File: src/rtl/sleep_wdt_pkg.sv
// Shared definitions for the sleep/watchdog controller.
// Assumes: a single power mode register encodes run versus idle.
package sleep_wdt_pkg;
    typedef enum logic {
        MODE_RUN  = 1'b0,
        MODE_IDLE = 1'b1
    } pwr_mode_e;
endpackage

File: src/rtl/wdt_prescaler.sv
// Watchdog prescaler: counts ticks and flags the tick on which it wraps.
// Assumes: clr has priority over tick; reset is synchronous active-low.
module wdt_prescaler #(
    parameter int PRE_W = 8
) (
    input  logic             clk,
    input  logic             rst_n,
    input  logic             clr,
    input  logic             tick,
    output logic [PRE_W-1:0] count,
    output logic             wrap
);
    localparam logic [PRE_W-1:0] PRE_MAX = {PRE_W{1'b1}};

    // Wrap fires on a tick that takes the count from all-ones to zero.
    assign wrap = tick && (count == PRE_MAX);

    // Prescaler register: cleared on reset or sleep entry, else advanced by tick.
    always_ff @(posedge clk) begin
        if (!rst_n || clr) begin
            count <= '0;
        end else if (tick) begin
            count <= count + PRE_W'(1);
        end
    end
endmodule

File: src/rtl/wdt_counter.sv
// Watchdog counter: steps once per prescaler wrap and flags overflow.
// Assumes: step arrives at most once per cycle; clr has priority.
module wdt_counter #(
    parameter int CNT_W = 8
) (
    input  logic             clk,
    input  logic             rst_n,
    input  logic             clr,
    input  logic             step,
    output logic [CNT_W-1:0] count,
    output logic             overflow
);
    localparam logic [CNT_W-1:0] CNT_MAX = {CNT_W{1'b1}};

    // Overflow is a step taken while the counter is already at its maximum.
    assign overflow = step && (count == CNT_MAX);

    // Counter register: cleared on reset or sleep entry, else stepped on wrap.
    always_ff @(posedge clk) begin
        if (!rst_n || clr) begin
            count <= '0;
        end else if (step) begin
            count <= count + CNT_W'(1);
        end
    end
endmodule

File: src/rtl/power_status.sv
// Power mode and status flags: enters idle on a sleep strobe, leaves it on a
// wake event or watchdog overflow, and keeps the two status bits.
// Assumes: a sleep strobe while idle cannot occur legitimately and is ignored.
module power_status
    import sleep_wdt_pkg::*;
(
    input  logic clk,
    input  logic rst_n,
    input  logic sleep_req,
    input  logic wake_evt,
    input  logic overflow,
    output logic enter_sleep,
    output logic osc_en,
    output logic no_sleep_flag,
    output logic no_timeout_flag
);
    pwr_mode_e mode;

    // A sleep strobe counts only while the core is running.
    assign enter_sleep = sleep_req && (mode == MODE_RUN);
    assign osc_en      = (mode == MODE_RUN);

    // Mode and flag update: reset, then sleep entry, then overflow and wake.
    always_ff @(posedge clk) begin
        if (!rst_n) begin
            mode            <= MODE_RUN;
            no_sleep_flag   <= 1'b1;
            no_timeout_flag <= 1'b1;
        end else if (enter_sleep) begin
            mode            <= MODE_IDLE;
            no_sleep_flag   <= 1'b0;
            no_timeout_flag <= 1'b1;
        end else begin
            if (overflow) begin
                no_timeout_flag <= 1'b0;
            end
            if ((mode == MODE_IDLE) && (wake_evt || overflow)) begin
                mode <= MODE_RUN;
            end
        end
    end
endmodule

File: src/rtl/sleep_wdt_ctrl.sv
// Top of the sleep/watchdog controller: ties prescaler, counter and power
// status together. Sleep entry clears the whole watchdog chain.
// Assumes: all inputs are synchronous to clk; reset is synchronous active-low.
module sleep_wdt_ctrl #(
    parameter int PRE_W = 8,
    parameter int CNT_W = 8
) (
    input  logic             clk,
    input  logic             rst_n,
    input  logic             sleep_req,
    input  logic             wdt_tick,
    input  logic             wake_evt,
    output logic             osc_en,
    output logic             no_sleep_flag,
    output logic             no_timeout_flag,
    output logic [CNT_W-1:0] wdt_count,
    output logic [PRE_W-1:0] wdt_prescale
);
    logic enter_sleep;
    logic pre_wrap;
    logic cnt_overflow;

    wdt_prescaler #(.PRE_W(PRE_W)) u_pre (
        .clk   (clk),
        .rst_n (rst_n),
        .clr   (enter_sleep),
        .tick  (wdt_tick),
        .count (wdt_prescale),
        .wrap  (pre_wrap)
    );

    wdt_counter #(.CNT_W(CNT_W)) u_cnt (
        .clk      (clk),
        .rst_n    (rst_n),
        .clr      (enter_sleep),
        .step     (pre_wrap),
        .count    (wdt_count),
        .overflow (cnt_overflow)
    );

    power_status u_stat (
        .clk             (clk),
        .rst_n           (rst_n),
        .sleep_req       (sleep_req),
        .wake_evt        (wake_evt),
        .overflow        (cnt_overflow),
        .enter_sleep     (enter_sleep),
        .osc_en          (osc_en),
        .no_sleep_flag   (no_sleep_flag),
        .no_timeout_flag (no_timeout_flag)
    );
endmodule

File: config.mk
export PLATFORM = sky130hd
export DESIGN_NAME = sleep_wdt_ctrl
export DESIGN_NICKNAME = d
export VERILOG_FILES = /design/src/rtl/sleep_wdt_pkg.sv /design/src/rtl/wdt_prescaler.sv /design/src/rtl/wdt_counter.sv /design/src/rtl/power_status.sv /design/src/rtl/sleep_wdt_ctrl.sv
export SDC_FILE = /design/constraint.sdc
export NUM_CORES = 1
export LEC_CHECK = 0
export ABC_CLOCK_PERIOD_IN_PS = 1700
export BUFFER_PORTS_ARGS = -buffer_cell sky130_fd_sc_hd__buf_2
export CORE_MARGIN = 2
export CORE_UTILIZATION = 29
export CTS_CLUSTER_SIZE = 25
export DETAILED_ROUTE_END_ITERATION = 6
export PLACE_DENSITY_LB_ADDON = 0.25
export SYNTH_ARGS = -nofsm -noshare
export SYNTH_HDL_FRONTEND = slang
export SYNTH_SLANG_ARGS = --single-unit
File: constraint.sdc
create_clock -name clk -period 1.7 [get_ports clk]
set_clock_uncertainty 0.1 [all_clocks]
set_input_delay 0.17 -clock clk [delete_from_list [all_inputs] [get_ports clk]]
set_output_delay 0.17 -clock clk [all_outputs]
set_load 0.005 [all_outputs]
# After elaboration in Yosys (flattened, before gate mapping)
# Index checks and enable logic that the tools add are counted.
dict set report totals {
  ff_bits 19
  in_bits 5
  output_inout_bits 19
}
dict set report op_classes {
  n_eq_ne 2
  bitwise 2
  n_reduce_logical 9
  n_addsub 2
  muxes 2
}
# cell n
set ops {}
lappend ops {{8-bit by 1-bit adder with 8-bit output, second input constant} 2}
lappend ops {{8-bit equality test, second input constant} 2}
lappend ops {{1-bit logical AND} 4}
lappend ops {{1-bit logical OR} 2}
lappend ops {{1-bit 2-to-1 mux} 2}
lappend ops {{1-bit NOT} 2}
lappend ops {{2-bit nonzero test} 1}
lappend ops {{2-bit OR reduction} 1}
lappend ops {{1-bit zero test} 1}

# Logic depth before layout (Yosys ltp)
# Gate-level depths: netlist of the first run.
dict set report logic_depth {
  depth_word 7
  depth_mapped 5
}

# Hierarchy
# From an unflattened synthesis of the first run, not the netlist that was laid out.
dict set report unflattened {
  hier_cells 91
  area_unflattened_um2 835.8
}
# module n_inst cells_each seq_area_each_um2 area_each_um2
set by_module_without_submodules {}
lappend by_module_without_submodules {wdt_counter 1 40 160.2 360.3}
lappend by_module_without_submodules {wdt_prescaler 1 40 160.2 360.3}
lappend by_module_without_submodules {power_status 1 11 60.1 115.1}

# Worst setup path before layout of the first run
# Ideal clock, no wire load.
dict set report synth_path {
  kind {reg-to-reg}
  startpoint {reg u_pre.count[0]}
  endpoint {reg u_stat.mode}
  arrival_time_ns 1.328
  path_slack_ns 0.139
  setup_time_ns 0.134
  path_stages_with_launch 6
  path_buffers 1
  required_time_ns 1.466
  cell_sequence {dfxtp_1 -> ha_1 -> nand4_2 -> buf_2 -> nor4_1 -> o22ai_1}
}
dict set report synth_via {
  elab_chain_len 6
}
# element line
set synth_lines {}
lappend synth_lines {{from (decl)} wdt_prescaler.sv:10} ;# output logic [PRE_W-1:0] count,
lappend synth_lines {{from (signal assigned)} wdt_prescaler.sv:23} ;# count <= count + PRE_W'(1);
lappend synth_lines {{8-bit equality test} wdt_prescaler.sv:16} ;# assign wrap = tick && (count == PRE_MAX);
lappend synth_lines {{1-bit logical AND} wdt_prescaler.sv:16}
lappend synth_lines {{1-bit logical AND} wdt_counter.sv:16} ;# assign overflow = step && (count == CNT_MAX);
lappend synth_lines {{1-bit logical OR} power_status.sv:37} ;# if ((mode == MODE_IDLE) && (wake_evt || overflow)) begin
lappend synth_lines {{1-bit logical AND} power_status.sv:37}
lappend synth_lines {{2-bit nonzero test (no line)} --}
lappend synth_lines {{to (signal assigned)} power_status.sv:26} ;# mode <= MODE_RUN;
lappend synth_lines {{to (signal assigned)} power_status.sv:30} ;# mode <= MODE_IDLE;
lappend synth_lines {{to (signal assigned)} power_status.sv:38} ;# mode <= MODE_RUN;
lappend synth_lines {{to (decl)} power_status.sv:17} ;# pwr_mode_e mode;
# Every way passes these cells.
# A chain may end at the register's enable or synchronous reset.

# Worst setup path after layout of the first run
dict set report layout_path {
  startpoint {reg u_pre.count[1]}
  endpoint {reg u_cnt.count[5]}
}
dict set report layout_via {
  elab_chain_len 2
}
# element line
set layout_lines {}
lappend layout_lines {{8-bit equality test} wdt_prescaler.sv:16}
lappend layout_lines {{1-bit logical AND} wdt_prescaler.sv:16}
lappend layout_lines {{to (signal assigned)} wdt_counter.sv:23} ;# count <= count + CNT_W'(1);
lappend layout_lines {{to (decl)} wdt_counter.sv:10} ;# output logic [CNT_W-1:0] count,
# Every way passes these cells.

==> flow_summary.json, run 1 <==
{
  "track_usage_pct": 12.51,
  "drv_cap": 0,
  "die_h_um": 59.74,
  "fp.dieArea_um2": 3568,
  "setup_slack_ns": 0.1144,
  "synth_top_flop_cell": "dfxtp_1",
  "powerDensity_nw_per_um2": 626.1,
  "tightest_slew_ns": 0.4548,
  "syn_area_um2": 900.9,
  "setup_viol": 0,
  "crit_arrival_ns": 1.71,
  "diodes": 0,
  "synthCells": 100,
  "crit_type": "register to register",
  "worstReg2RegStart": "u_pre.count[1]",
  "cts_sinks": 19,
  "htreeDepth": 1,
  "path_cells": "ha_2, nand4_4, buf_4, nor4_2, mux2i_1",
  "hold_class": "input pin to register",
  "ys_ff_latch": 19,
  "dp_cells": 161,
  "outcome": "completed",
  "synth_warnings": 0,
  "synthToLayoutAreaGrowth_pct": 31.25,
  "timing.final.crit_share_pct": 93.27,
  "ys_top_cells_by_count": "dfxtp_1, nand3_1, a21oi_1, mux2i_1, nand2_1",
  "vias": 903,
  "vdd_drop_max_v": 0.0002093,
  "ys_async_sr_fraction_pct": 0,
  "grt_pass1_wl_um": 3429,
  "ys_types": 26,
  "crit_slowest_cell": "dfxtp_1",
  "start_util_pct": 30.00,
  "via_per_inst": 5.375,
  "fin_cells": 168,
  "crit_end": "u_cnt.count[5]",
  "r2r_setup_slack_ns": 0.11,
  "ys_top_cells_by_area": "dfxtp_1, mux2i_1, nand3_1, nor4_2, a21oi_1",
  "final_max_slew_viol_count": 0,
  "num_rows": 20,
  "synth_top_area_share_pct": 42.22,
  "overflow": 0,
  "core_um2": 3003,
  "drc": 0,
  "seq_area_frac_synth_pct": 42.22,
  "synth_area_per_cell_um2": 9.009,
  "root_buffer": "clkbuf_4",
  "synth.most_common_cell": "dfxtp_1",
  "tns_ns": 0,
  "io_pins": 24,
  "port-buffer-count": 23,
  "postRouteAntennaNets": 0,
  "required_ns": 1.82,
  "fmax_ghz": 0.6307,
  "cpPeakStageDelay_ns": 0.36,
  "r2r-end": "u_cnt.count[5]",
  "drtIter0Drc": 45,
  "rr_worst_depth": 5,
  "clock_path_buffers": 2,
  "synth-edff-count": 0,
  "wl_per_cell_um": 13.12,
  "finalCriticalPeriod_ns": 1.586,
  "leakagePower_nw": 0.5056,
  "grt_pass1_vias": 777,
  "worst-path-max-fanout": 5,
  "hold_violations": 0,
  "cp-end-kind": "register",
  "die_w_um": 59.74,
  "syn-num-nets": 107,
  "rsz0062_at_grt": "no",
  "routed_wl_um": 2204,
  "place_ws_ns": 0.001483,
  "dr.pass1.iters": 4,
  "place_hpwl_um": 1521,
  "numCtsBuffers": 3,
  "grt_max_degree": 14,
  "yosys.area.top_type": "dfxtp_1",
  "cp-start-kind": "register",
  "layout-drive-gt1-share_pct": 33.33,
  "relSlewSlack_pct": 69.61,
  "startpoint": "u_pre.count[1]",
  "gp_congestion": 0.7317,
  "antenna_found_initial": 0,
  "nets": 143,
  "path_clk_slew_ns": 0.11,
  "tritoncts": "yes",
  "clkLatencyLatePin_ns": 0.29
}
## report_power, final
group	switching [W]	internal [W]
registers	0.00000325	0.000452
clock network	0.000135	0.0000911
logic	0.0000340	0.0000249
## metal layers
metal,wire length (um),track usage (%),up-vias
met5,0,0,-
met4,0,4.127,0
met3,86,2.597,0
met2,1066,20.50,21
met1,1050,16.31,440
li1,-,-,442
## critical path, delay by kind of cell (launching register included)
| kind | cells | cell delay (ns) |
|---|---|---|
| multiplexers | 1 | 0.21 |
| adder cells (fa/ha/maj) | 1 | 0.25 |
| AND/OR/NAND/NOR | 2 | 0.42 |
| buffers and inverters | 1 | 0.18 |
| flip-flops | 1 | 0.36 |
## worst min path at each step
stage	startpoint	endpoint	slack [ns]	cells past startpoint
after floorplan	wdt_tick	u_pre.count[0]	0.22	2
after detailed placement	u_stat.no_sleep_flag	u_stat.no_sleep_flag	0.33	2
after global routing	wake_evt	u_stat.mode	0.05	3
final	wake_evt	u_stat.mode	0.05	3
after global placement	u_stat.no_sleep_flag	u_stat.no_sleep_flag	0.33	2
after CTS	wake_evt	u_stat.mode	0.04	3
## per-stage QoR
| step | hold WS (ns) | util (%) | total power [W] | area (um2) |
|---|---|---|---|---|
| 2_1_floorplan | 0.2176 | - | 0.0004976 | 900.9 |
| 3_3_place_gp | 0.3271 | 37.00 | 0.0005214 | 1111 |
| 3_5_place_dp | 0.3350 | 37.00 | 0.0005227 | 1111 |
| 4_1_cts | 0.03852 | 38.17 | 0.0007524 | 1146 |
| 5_1_grt | 0.04507 | 39.38 | 0.0007796 | 1182 |
| 6_report | 0.04735 | 39.38 | 0.0007403 | 1182 |
## logic make-up after synthesis
family	synth area share, %
compound gates	9.028
xor+xnor	3.890
fa+ha+maj	2.777
buf+inv	4.445
flops	42.22
mux	6.667
simple gates	30.97
## cell type report
cell class / count / area (um2)
Clock buffer: 4 / 26.28
Fill cell: 313 / 1821
Inverter: 5 / 18.77
Multi-Input combinational cell: 72 / 510.5
Sequential cell: 19 / 380.4
Tap cell: 33 / 41.29
Timing Repair Buffer: 35 / 205.2
## placed cells by master, fill, tap and decap left out
cell      instances
clkbuf_4          3
ha_2              1
nand2b_1          1
o21bai_1          1
nand4_2           1
and3_1            1
inv_1             5
xnor2_1           3
and4_1            2
xor2_1            1
o31ai_1           3
o21ai_0           3
clkbuf_1          1
a21oi_1           6
o22ai_1           1
or3_1             3
nand4_4           1
buf_2            23
nand3_1          11
nor4_2            4
dfxtp_1          19
buf_4            12
nand3b_1          4
nand2_1           6
nand4_1           4
nor2_1            5
or4_1             3
ha_1              1
mux2i_1           6
## flip-flops by register name, indices dropped and copies added, names as in the netlist
| signal | count |
|---|---|
| u_cnt.count | 8 |
| u_pre.count | 8 |
| u_stat.mode | 1 |
| u_stat.no_sleep_flag | 1 |
| u_stat.no_timeout_flag | 1 |
## repair_timing
action	4_1_cts	5_1_grt
setup buffers	0	2
hold buffers	0	0
resized for setup	1	2
gates cloned	0	1
endpoints found under the setup margin	3	8
hold endpoints to repair	0	0
pin swaps	0	1
Note: power is estimated with default switching activity, not from simulation.
==> inputs of run 2 (changes only) <==
--- a/config.mk
+++ b/config.mk
@@ -8,7 +8,7 @@
 export ABC_CLOCK_PERIOD_IN_PS = 1700
 export BUFFER_PORTS_ARGS = -buffer_cell sky130_fd_sc_hd__buf_2
 export CORE_MARGIN = 2
-export CORE_UTILIZATION = 29
+export CORE_UTILIZATION = 50
 export CTS_CLUSTER_SIZE = 25
 export DETAILED_ROUTE_END_ITERATION = 6
 export PLACE_DENSITY_LB_ADDON = 0.25
==> run 2 against run 1 <==
Net effect: sequential cell count is the same; setup slack lost 0.073 ns; utilization grew 27 points; clock-buffer cell count shrank 1; non-clock buffer count shrank 5; cell area shrank 4.1%; sequential power is essentially flat; critical path type unchanged; largest power group unchanged.
==> flow_summary.json, run 2 (synthesized netlist as in run 1, its figures left out) <==
{
  "outcome": "completed",
  "startpoint": "u_pre.count[1]",
  "n_fill_cell": 147,
  "clock_path_buffers": 2,
  "io_pins": 24,
  "hold_violations": 0,
  "diodes": 0,
  "cp-end-kind": "register",
  "crit_type": "register to register",
  "cpPeakStageDelay_ns": 0.37,
  "vdd_drop_max_v": 0.0005276,
  "crit_arrival_ns": 1.80,
  "timing.final.crit_share_pct": 97.56,
  "tightest_slew_ns": 0.4579,
  "required_ns": 1.84,
  "regArea_um2": 381.6,
  "layout_common_cells": "buf_2, dfxtp_1, nand3_1",
  "wl_per_cell_um": 12.84,
  "cp_top_family": "simple AND/OR/NAND/NOR gates",
  "postRouteAntennaNets": 0,
  "fp.dieArea_um2": 2157,
  "numCtsBuffers": 3,
  "r2r_setup_slack_ns": 0.04,
  "multiInputGateArea_um2": 504.2,
  "core_um2": 1708,
  "dr.pass1.iters": 4,
  "powerDensity_nw_per_um2": 667.6,
  "gp_congestion": 0.7811,
  "worstReg2RegStart": "u_pre.count[1]",
  "clkLatencyLatePin_ns": 0.30,
  "grt_max_degree": 14,
  "path_clk_slew_ns": 0.12,
  "start_util_pct": 52.75,
  "drtIter0Drc": 21,
  "die_w_um": 46.45,
  "grt_pass1_wl_um": 3277,
  "root_buffer": "clkbuf_4",
  "via_per_inst": 5.545,
  "critPathBufInv": 1,
  "cts_sinks": 19,
  "leakagePower_nw": 0.4930,
  "relSlewSlack_pct": 69.40,
  "hold_class": "input pin to register",
  "overflow": 0,
  "antenna_found_initial": 0,
  "num_rows": 15,
  "track_usage_pct": 21.77,
  "final_max_slew_viol_count": 0,
  "rr_worst_depth": 5,
  "tritoncts": "yes",
  "reg_top3": "u_cnt.count x8, u_pre.count x8",
  "hold_start": "wake_evt",
  "path_cells": "ha_2, nand4_4, buf_4, nor4_2, mux2i_1",
  "hold_depth": 3,
  "routed_wl_um": 1978,
  "grt_pass1_vias": 777,
  "mostFrequentLayoutCell": "buf_2",
  "postCtsHoldBufs": 0,
  "hold_slack_ns": 0.03023,
  "holdPathEnd": "u_stat.mode",
  "finalCriticalPeriod_ns": 1.658,
  "synthToLayoutAreaGrowth_pct": 25.83,
  "port-buffer-count": 23,
  "fmax_ghz": 0.6030,
  "r2r-end": "u_cnt.count[7]",
  "die_h_um": 46.45,
  "htreeDepth": 1,
  "vias": 854,
  "tns_ns": 0,
  "place_hpwl_um": 1461,
  "finalPower_w": 0.0007568,
  "drc": 0,
  "nets": 137,
  "worst-path-max-fanout": 11,
  "drv_cap": 0,
  "crit_slowest_cell": "dfxtp_2",
  "setup_viol": 0,
  "cp-start-kind": "register",
  "layout-drive-gt1-share_pct": 31.78
}
[run 2: final cells by class]
type	count	area share (%)
Sequential cell	19	33.66
Tap cell	25	2.759
Clock inverter	1	0.6623
Clock buffer	3	1.987
Multi-Input combinational cell	71	44.48
Timing Repair Buffer	30	14.79
Inverter	5	1.656
[run 2: per-stage QoR]
stage	instances	setup slack [ns]	util, %	instance area (um2)
2_1_floorplan	100	0.1386	-	900.9
3_3_place_gp	150	0.03839	63.15	1079
3_5_place_dp	150	-0.04725	63.15	1079
4_1_cts	154	0.01744	65.57	1120
5_1_grt	154	-0.06026	66.37	1134
6_report	154	0.04155	66.37	1134
[run 2: per-layer routing]
| layer | part of all wire, % | GRT usage [%] | routed length, um | vias up |
|---|---|---|---|---|
| li1 | - | - | - | 427 |
| met1 | 44 | 26.67 | 870 | 403 |
| met4 | 1.3 | 12.00 | 25 | 0 |
| met2 | 50 | 35.00 | 989 | 22 |
| met5 | 0 | 0 | 0 | - |
| met3 | 4.7 | 4.706 | 93 | 2 |
[run 2: how the worst max path moves through the flow]
stage / end / slack [ns] / depth (start not counted)
finish: u_cnt.count[7] / 0.04 / 5
global route: u_cnt.count[7] / -0.06 / 5
CTS: u_cnt.count[7] / 0.02 / 5
detailed placement: u_cnt.count[7] / -0.05 / 5
global placement: u_cnt.count[7] / 0.04 / 5
floorplan: u_stat.mode / 0.14 / 5
[run 2: where the power goes]
part           total [W]  leakage (nW)  switching (W)  internal [W]
Sequential      0.000456         0.154     0.00000365      0.000452
Clock           0.000243        0.0139       0.000154     0.0000895
Combinational  0.0000577         0.325      0.0000336     0.0000241
[run 2: tightest hold or removal path, stage by stage]
cell	delay [ns]
buf_2	0.07
or3_1	0.09
o22ai_1	0.06
[run 2: repair_timing]
action	4_1_cts	5_1_grt
resized for setup	2	3
pin swaps	0	1
setup endpoints to repair	6	6
setup buffers	0	0
==> inputs of run 3 (changes only) <==
==> constraint.sdc (replaced) <==
create_clock -name clk -period 1.7 [get_ports clk]
set_clock_uncertainty 0.1 [all_clocks]
set_input_delay 0.17 -clock clk [delete_from_list [all_inputs] [get_ports clk]]
set_output_delay 0.17 -clock clk [all_outputs]
set_load 0.02 [all_outputs]
==> run 3 against run 2 <==
Net effect: register-to-register slack gained 0.04 ns; clock power fell by 7%; global-route usage fell by 1.4 points; routed wire length stayed put; sequential cell count unchanged; die area did not move; cell area grew 0.55%; worst hold slack gained 0.012 ns; critical endpoint unchanged; clock-buffer cell count is 1 higher; critical path depth stayed put; cell count up 1.9%; setup slack better by 0.041 ns.
==> flow_summary.json, run 3 (synthesized netlist as in run 1, its figures left out) <==
{
  "outcome": "completed",
  "grt-busiest-layer": "met2",
  "grtUsageMet3_pct": 3.922,
  "grt_util_met2_pct": 33.06,
  "required_ns": 1.83,
  "num_rows": 15,
  "setup_viol": 0,
  "vdd_drop_max_v": 0.0005044,
  "tritoncts": "yes",
  "placed_area_um2": 1102,
  "dr.pass1.iters": 4,
  "grt_max_degree": 14,
  "cp-start-kind": "register",
  "fmax_ghz": 0.6181,
  "routed_wl_um": 1978,
  "clkLatencyLatePin_ns": 0.29,
  "crit_arrival_ns": 1.74,
  "start_util_pct": 52.75,
  "cp-end-kind": "register",
  "synthToLayoutAreaGrowth_pct": 26.53,
  "antenna_found_initial": 0,
  "fin_cells": 157,
  "cts_sinks": 19,
  "vias": 873,
  "powerDensity_nw_per_um2": 653.4,
  "drtIter0Drc": 9,
  "place_hpwl_um": 1424,
  "cts_setup_buffers": 0,
  "finalCriticalPeriod_ns": 1.618,
  "combinationalPowerShare_pct": 8.7,
  "design_area_um2": 1140,
  "mostFrequentLayoutCell": "buf_2",
  "relSlewSlack_pct": 71.99,
  "fp.dieArea_um2": 2157,
  "overflow": 0,
  "final_max_slew_viol_count": 0,
  "wl_per_cell_um": 12.60,
  "p_sw_w": 0.0001765,
  "leakagePower_nw": 0.4921,
  "nets": 140,
  "die_h_um": 46.45,
  "via_per_inst": 5.561,
  "htreeDepth": 1,
  "crit_type": "register to register",
  "switching_share_pct": 23.70,
  "port-buffer-count": 23,
  "path_clk_slew_ns": 0.10,
  "numCtsBuffers": 3,
  "hold_class": "input pin to register",
  "gp_congestion": 0.7732,
  "clockPowerShare_pct": 30.2,
  "pwr-share-seq_pct": 61.1,
  "n_fill_cell": 153,
  "io_pins": 24,
  "core_um2": 1708,
  "clock_path_buffers": 2,
  "track_usage_pct": 20.37,
  "final_util_pct": 66.74,
  "internal-power_w": 0.0005682,
  "reg_top3": "u_cnt.count x8, u_pre.count x8",
  "grt_pass1_wl_um": 3105,
  "path_cells": "ha_2, nand4_4, buf_4, nor4_2, mux2i_1",
  "cpPeakStageDelay_ns": 0.35,
  "postCtsHoldBufs": 0,
  "layout_common_cells": "buf_2, dfxtp_1, nand3_1",
  "postRouteAntennaNets": 0,
  "drc": 0,
  "worst-path-max-fanout": 10,
  "hold_violations": 0,
  "diodes": 0,
  "timing.final.crit_share_pct": 95.17,
  "finalPower_w": 0.0007447,
  "drv_cap": 0,
  "tightest_slew_ns": 0.4191,
  "die_w_um": 46.45,
  "dp_cells": 153,
  "grt_use_met1_pct": 25.12,
  "layout-drive-gt1-share_pct": 31.82,
  "root_buffer": "clkbuf_4",
  "crit_slowest_cell": "dfxtp_1",
  "grt_pass1_vias": 755
}
run 3: path summary, 6_finish.rpt:
check / from / to / slack [ns] / cells past startpoint
worst max-delay path: u_pre.count[1] / u_cnt.count[7] / 0.08 / 5
worst min-delay path: wake_evt / u_stat.mode / 0.04 / 3
worst max register to register: u_pre.count[1] / u_cnt.count[7] / 0.08 / 5
worst min register to register: u_stat.no_sleep_flag / u_stat.no_sleep_flag / 0.34 / 2
run 3: worst max-delay path, delay by kind of cell, from the launching register on:
family / cells / cell delay [ns]
buffers and inverters: 1 / 0.20
and+or+nand+nor: 2 / 0.46
DFF: 1 / 0.35
muxes: 1 / 0.22
adders and majority gates: 1 / 0.22
run 3: power groups by stage:
stage / clock (W) / sequential, W / combinational [W]
2_1_floorplan: 0 / 0.000472 / 0.0000336
5_1_grt: 0.000255 / 0.000456 / 0.0000728
6_report: 0.000225 / 0.000455 / 0.0000650
4_1_cts: 0.000237 / 0.000455 / 0.0000657
3_5_place_dp: 0 / 0.000465 / 0.0000650
3_3_place_gp: 0 / 0.000465 / 0.0000632
run 3: layout make-up:
class                   count  area [um2]  share of cell area [%]
multi-input cells          71       491.7                   43.14
well taps                  25       31.28                   2.744
repair buffers             33       190.2                   16.68
flip-flops and latches     19       381.6                   33.48
clock buffers               4       26.28                   2.305
inverters                   5       18.77                   1.647
run 3: routing by layer:
metal / part of all wire (%) / wire (um)
met5: 0 / 0
met4: 1.1 / 21
met3: 3.3 / 65
met2: 50 / 993
met1: 45 / 898
run 3: through the flow:
step	setup TNS, ns	worst slack (ns)	hold slack [ns]
CTS	0	0.04813	0.03292
global placement	0	0.07297	0.3279
finish	0	0.08209	0.04186
global route	-0.009427	-0.007287	0.05430
floorplan	0	0.01725	0.2175
detailed placement	0	0.01173	0.3301
run 3: timing repair:
item	in CTS	in global routing
pin swaps	0	1
endpoints found under the setup margin	2	6
resized for setup	1	1
